[src/rtl/lockout_pkg.sv]
package lockout_pkg;
  typedef struct packed {
    logic valid;
    logic fired;
  } slot_flags_t;
endpackage

[src/rtl/lockout_pick.sv]
module lockout_pick #(
  parameter int N = 4
) (
  input  logic [N-1:0] req,
  output logic [N-1:0] grant,
  output logic         any
);
  always_comb begin
    grant = req & (~req + N'(1));
    any   = |req;
  end
endmodule

[src/rtl/lockout_slot.sv]
module lockout_slot
  import lockout_pkg::*;
#(
  parameter int ADDR_W = 16,
  parameter int CNT_W  = 7,
  parameter int LOAD_V = 49
) (
  input  logic              clk,
  input  logic              rst,
  input  logic              load,
  input  logic [ADDR_W-1:0] addr_in,
  input  logic              drop,
  input  logic              take,
  output slot_flags_t       flags,
  output logic [ADDR_W-1:0] addr_q,
  output logic              expired
);
  logic [CNT_W-1:0] cnt;

  always_ff @(posedge clk) begin
    if (rst) begin
      flags  <= '0;
      cnt    <= '0;
      addr_q <= '0;
    end else if (load) begin
      flags.valid <= 1'b1;
      flags.fired <= 1'b0;
      cnt         <= CNT_W'(LOAD_V);
      addr_q      <= addr_in;
    end else if (drop) begin
      flags <= '0;
      cnt   <= '0;
    end else begin
      if (take) flags.fired <= 1'b1;
      if (cnt != '0) cnt <= cnt - CNT_W'(1);
    end
  end

  always_comb expired = flags.valid && !flags.fired && (cnt == '0);
endmodule

[src/rtl/lockout_timer_table.sv]
module lockout_timer_table
  import lockout_pkg::*;
#(
  parameter int ADDR_W      = 16,
  parameter int ENTRIES     = 4,
  parameter int LOCK_CYCLES = 50
) (
  input  logic              clk,
  input  logic              rst,
  input  logic              arm_valid,
  input  logic [ADDR_W-1:0] arm_addr,
  input  logic              clear_valid,
  input  logic [ADDR_W-1:0] clear_addr,
  input  logic [ADDR_W-1:0] query_addr,
  output logic              query_locked,
  output logic              full,
  output logic              ready_valid,
  output logic [ADDR_W-1:0] ready_addr
);
  localparam int CNT_W  = $clog2(LOCK_CYCLES + 1) + 1;
  localparam int LOAD_V = (LOCK_CYCLES > 0) ? LOCK_CYCLES - 1 : 0;

  slot_flags_t                    flags   [ENTRIES];
  logic [ENTRIES-1:0][ADDR_W-1:0] slot_addr;
  logic [ENTRIES-1:0]             slot_valid, slot_live, expired;
  logic [ENTRIES-1:0]             arm_hit, clr_hit, qry_hit;
  logic [ENTRIES-1:0]             alloc, fire_sel, load, drop;
  logic                           hit_any, alloc_any, fire_any;
  logic [ADDR_W-1:0]              fire_addr;

  for (genvar i = 0; i < ENTRIES; i++) begin : g_slot
    lockout_slot #(.ADDR_W(ADDR_W), .CNT_W(CNT_W), .LOAD_V(LOAD_V)) u_slot (
      .clk(clk), .rst(rst), .load(load[i]), .addr_in(arm_addr),
      .drop(drop[i]), .take(fire_sel[i]), .flags(flags[i]),
      .addr_q(slot_addr[i]), .expired(expired[i])
    );
    always_comb begin
      slot_valid[i] = flags[i].valid;
      slot_live[i]  = flags[i].valid && !flags[i].fired;
      arm_hit[i]    = flags[i].valid && (slot_addr[i] == arm_addr);
      clr_hit[i]    = flags[i].valid && (slot_addr[i] == clear_addr);
      qry_hit[i]    = slot_live[i]   && (slot_addr[i] == query_addr);
      load[i]       = arm_valid && (arm_hit[i] || (!hit_any && alloc[i]));
      drop[i]       = clear_valid && clr_hit[i];
    end
  end

  always_comb hit_any = |arm_hit;

  lockout_pick #(.N(ENTRIES)) u_free_pick (
    .req(~slot_valid), .grant(alloc), .any(alloc_any)
  );

  lockout_pick #(.N(ENTRIES)) u_fire_pick (
    .req(expired), .grant(fire_sel), .any(fire_any)
  );

  always_comb begin
    fire_addr = '0;
    for (int i = 0; i < ENTRIES; i++)
      if (fire_sel[i]) fire_addr = fire_addr | slot_addr[i];
  end

  always_comb full = !alloc_any;

  always_ff @(posedge clk) begin
    if (rst) begin
      ready_valid  <= 1'b0;
      ready_addr   <= '0;
      query_locked <= 1'b0;
    end else begin
      ready_valid  <= fire_any;
      ready_addr   <= fire_addr;
      query_locked <= |qry_hit;
    end
  end
endmodule

[config.mk]
export PLATFORM = sky130hd
export DESIGN_NAME = lockout_timer_table
export DESIGN_NICKNAME = d
export VERILOG_FILES = /design/src/rtl/lockout_pkg.sv /design/src/rtl/lockout_pick.sv /design/src/rtl/lockout_slot.sv /design/src/rtl/lockout_timer_table.sv
export SDC_FILE = /design/constraint.sdc
export NUM_CORES = 1
export LEC_CHECK = 0
export ABC_CLOCK_PERIOD_IN_PS = 3800
export BUFFER_PORTS_ARGS = -buffer_cell sky130_fd_sc_hd__buf_2
export CAP_MARGIN = 10
export CORE_UTILIZATION = 40
export DETAILED_ROUTE_END_ITERATION = 10
export SLEW_MARGIN = 25
export SYNTH_ARGS = -nofsm -noshare
export SYNTH_HDL_FRONTEND = slang
export SYNTH_HIERARCHICAL = 1
export SYNTH_SLANG_ARGS = --single-unit
[constraint.sdc]
create_clock -name clk -period 3.8 [get_ports clk]
set_input_delay 0.57 -clock clk [delete_from_list [all_inputs] [get_ports clk]]
set_output_delay 0.57 -clock clk [all_outputs]
set_load 0.05 [all_outputs]
==> impl_metrics.csv <==
group,metric,value,unit
sta,slew_headroom,0.412,
sta,rsz0062_at_grt,"false",
setup_path,r2r-start,"g_slot[1].u_slot/cnt[4]",
global_routing,overflow,0,
sta,tns,0,ns
drt,detail_route.wl_per_cell,23.1,um
global_routing,grt_usage,0.285,
floorplan,ioPinCount,71,
floorplan,fp.dieH,135,um
placement,placed_cell_area,7660,sq um
finish,multi_input_area,4490,sq um
floorplan,dieArea,18300,sq um
setup_path,crit_type,"reg2reg",
finish,fillers,1682,
sta,finalSetupViolCount,0,
floorplan,die_w,135,um
setup_path,critPathCapture,"ready_addr[1]",
sta,skew,0.0108,ns
setup_path,crit_path_max_incr_delay,0.59,ns
setup_path,endpoint_kind,"flip-flop",
drt,drc,0,
clock_network,cts_buffer_depth,2,
sta,timing.fmax,329,MHz
global_routing,grt_pass1_wl,37800,um
clock_network,cts_hold_buf,0,
clock_network,cts_buffers,17,
setup_path,r2r-end,"ready_addr[1]",
worst_hold_path,worstHoldStart,"g_slot[2].u_slot/cnt[6]",
clock_network,clk_pin_slew,0.06,ns
finish,design_area,8260,sq um
logic_synthesis,synth.top_cell.area_share,0.332,
clock_network,cts-root-buf,"clkbuf_16",
logic_synthesis,synth.cell_area,7120,sq um
drt,wirelength,25000,um
setup_path,startpoint,"g_slot[1].u_slot/cnt[4]",
sta,fin_crit,3.04,ns
logic_synthesis,synth_largest_area_cell,"dfxtp_1",
logic_synthesis,dominantRegCellSynth,"dfxtp_1",
finish,layout-drive-gt1-share,0.156,
finish,nets,904,
drt,drt_iter0_markers,616,
pwr,cellPowerDensity,514,nW/um^2
run,drv_cap,0,
sta,drv_slew,0,
finish,diodes,0,
logic_synthesis,ys_seq_area_frac,0.332,
clock_network,ctsResizeCount,0,
setup_path,path_cells,"or4_4 -> or2_1 -> nor3b_1 -> and2b_2 -> a22oi_1 -> a21oi_1",
setup_path,crit_slowest_cell,"nor3b_1",
sta,worst_pin_slew,0.873,ns
placement,place_congestion,1.02,
global_routing,antenna_found_initial,0,
drt,antenna_left,0,
global_routing,grt_max_degree,83,
logic_synthesis,synthCells,796,
logic_synthesis,async_flop_share,0,
logic_synthesis,synth.avg_cell_area,8.94,sq um
setup_path,required,4.07,ns
setup_path,arrival,3.31,ns
finish,area_growth,16.1,%
setup_path,reg2reg_depth,6,
placement,hpwl,19000,um
logic_synthesis,ys.warnings.count,6,
sta,finalHoldViolCount,0,
floorplan,rows,48,
clock_network,cts_setup_buffers,0,
logic_synthesis,synth_edf_count,0,
logic_synthesis,ys_types,37,
floorplan,initial_core_util,0.410,
pwr,leakage,3.08,nW
drt,firstDrtPassIters,6,
clock_network,cts.htree.levels,4,
sta,fin_hold_ws,0.487,ns
sta,final.period_utilization,0.799,
setup_path,crit_path_max_fanout,17,
clock_network,clock_sinks,118,
logic_synthesis,syn_nets,856,
placement,numPortBuffers,70,
drt,dr_total_vias,6182,
setup_path,cp-start-kind,"flip-flop",
setup_path,r2r_slack,0.76,ns
global_routing,grt_pass1_vias,5953,
finish,layout.area.seq,2360,sq um
clock_network,cts_tree,"built",
floorplan,core,17400,sq um
clock_network,clk-insertion-delay-late,0.42,ns
pwr,vdd_drop_max,321,uV
worst_hold_path,hp-class,"reg2reg",
drt,viasPerCell,5.71,
run_status,status,"finished clean",
logic_synthesis,synth_seq_cells,118,
logic_synthesis,synth.area.top_cells,"dfxtp_1, xnor2_1, xor2_1",
synth_stat cells, types with 2 or more instances:
| master | n |
|---|---|
| clkbuf_1 | 35 |
| mux2i_1 | 64 |
| or4b_2 | 4 |
| o311ai_0 | 4 |
| buf_4 | 2 |
| dfxtp_1 | 118 |
| a22oi_1 | 32 |
| or4_1 | 12 |
| o311ai_1 | 4 |
| a211oi_1 | 8 |
| inv_1 | 22 |
| nor2_1 | 84 |
| xnor2_1 | 111 |
| nor4b_1 | 2 |
| and2b_2 | 2 |
| nand3_1 | 12 |
| buf_1 | 6 |
| xor2_1 | 89 |
| or3_1 | 11 |
| nand4_1 | 26 |
| nand2_1 | 8 |
| o41ai_1 | 8 |
| buf_2 | 10 |
| o21ai_0 | 12 |
| nor3b_1 | 14 |
| o31ai_1 | 4 |
| a21oi_1 | 24 |
| or2_1 | 4 |
| or4_4 | 4 |
| nor4_1 | 22 |
| nor4_2 | 2 |
| ha_1 | 8 |
| nor3_1 | 17 |
| nand2b_1 | 8 |
cell families (layout without fill, tap and decap cells):
group	after synthesis	count (layout)	share of synthesized area
buffers and inverters	76	137	0.0440
DFF	118	118	0.332
xor gates and xnor gates	200	200	0.246
AOI/OAI and AO/OA	97	97	0.0937
and+or+nand+nor	233	233	0.180
adders and majority gates	8	8	0.0141
muxes	64	64	0.0900
critical path: cells and delay by family (launching register included):
| family | cells | cell delay (ns) |
|---|---|---|
| simple gates | 4 | 2.01 |
| compound gates | 2 | 0.54 |
| flops | 1 | 0.34 |
power by group:
| group | internal, mW | switching (mW) |
|---|---|---|
| sequential | 1.39 | 0.168 |
| combinational | 0.478 | 0.595 |
| clock | 1.02 | 0.601 |
| total | 2.88 | 1.36 |
final cells by class:
type / count / share of cell area
well taps: 225 / 0.0341
inverters: 22 / 0.0100
flip-flops and latches: 118 / 0.286
repair buffers: 83 / 0.0545
multi-input cells: 602 / 0.543
clock inverters: 11 / 0.0151
clock buffers: 21 / 0.0570
registers in the layout, indices dropped and copies added (netlist names):
| register | flops |
|---|---|
| g_slot.u_slot/flags | 8 |
| g_slot.u_slot/addr_q | 64 |
| ready_addr | 16 |
| query_locked | 1 |
| ready_valid | 1 |
| g_slot.u_slot/cnt | 28 |
layout by cell type, fill, tap and decap left out, types with 3 or more instances in the layout:
cell type   Yosys  final
nor4_1         22     22
nor2_1         84     84
o311ai_0        4      4
xnor2_1       111    111
clkbuf_16       0     17
o21ai_0        12     12
or3_1          11     11
buf_2          10     69
nand2b_1        8      8
buf_4           2     14
or2_1           4      4
nand4_1        26     26
dfxtp_1       118    118
o41ai_1         8      4
clkbuf_8        0      3
a211oi_1        8      8
o31ai_1         4      4
a22oi_1        32     32
clkinvlp_4      0      5
or4b_2          4      4
o41ai_2         0      4
nand2_1         8      8
inv_1          22     22
or4_1          12     12
nor3b_1        14     12
nand3_1        12     12
a21oi_1        24     24
ha_1            8      8
nor3_1         17     17
mux2i_1        64     64
or4_4           4      4
xor2_1         89     89
o311ai_1        4      4
metal layers:
| layer | up-vias | track usage | share of wire | wire, um |
|---|---|---|---|---|
| met5 | - | 0 | 0 | 0 |
| met4 | 0 | 0.129 | 0.040 | 987 |
| met3 | 59 | 0.0696 | 0.083 | 2070 |
| met2 | 319 | 0.445 | 0.45 | 11100 |
| met1 | 2923 | 0.370 | 0.43 | 10800 |
| li1 | 2881 | - | - | - |
stage by stage:
| step | setup WS (ns) | cells | util | power (mW) |
|---|---|---|---|---|
| floorplan | 1.34 | 796 | - | 2.34 |
| global placement | 0.846 | 1050 | 0.442 | 2.63 |
| detailed placement | 0.847 | 1050 | 0.442 | 2.64 |
| CTS | 0.825 | 1082 | 0.476 | 4.26 |
| global route | 0.670 | 1082 | 0.476 | 4.47 |
| finish | 0.763 | 1082 | 0.476 | 4.24 |
how the worst min path moves through the flow:
| stage | end | cells after the start |
|---|---|---|
| after floorplan | g_slot[0].u_slot/flags[0] | 2 |
| after global placement | g_slot[1].u_slot/cnt[6] | 2 |
| after detailed placement | g_slot[2].u_slot/cnt[6] | 2 |
| after CTS | g_slot[2].u_slot/cnt[6] | 2 |
| after global routing | g_slot[3].u_slot/flags[0] | 2 |
| final | g_slot[2].u_slot/cnt[6] | 2 |
(Power assumes the default switching activity.)
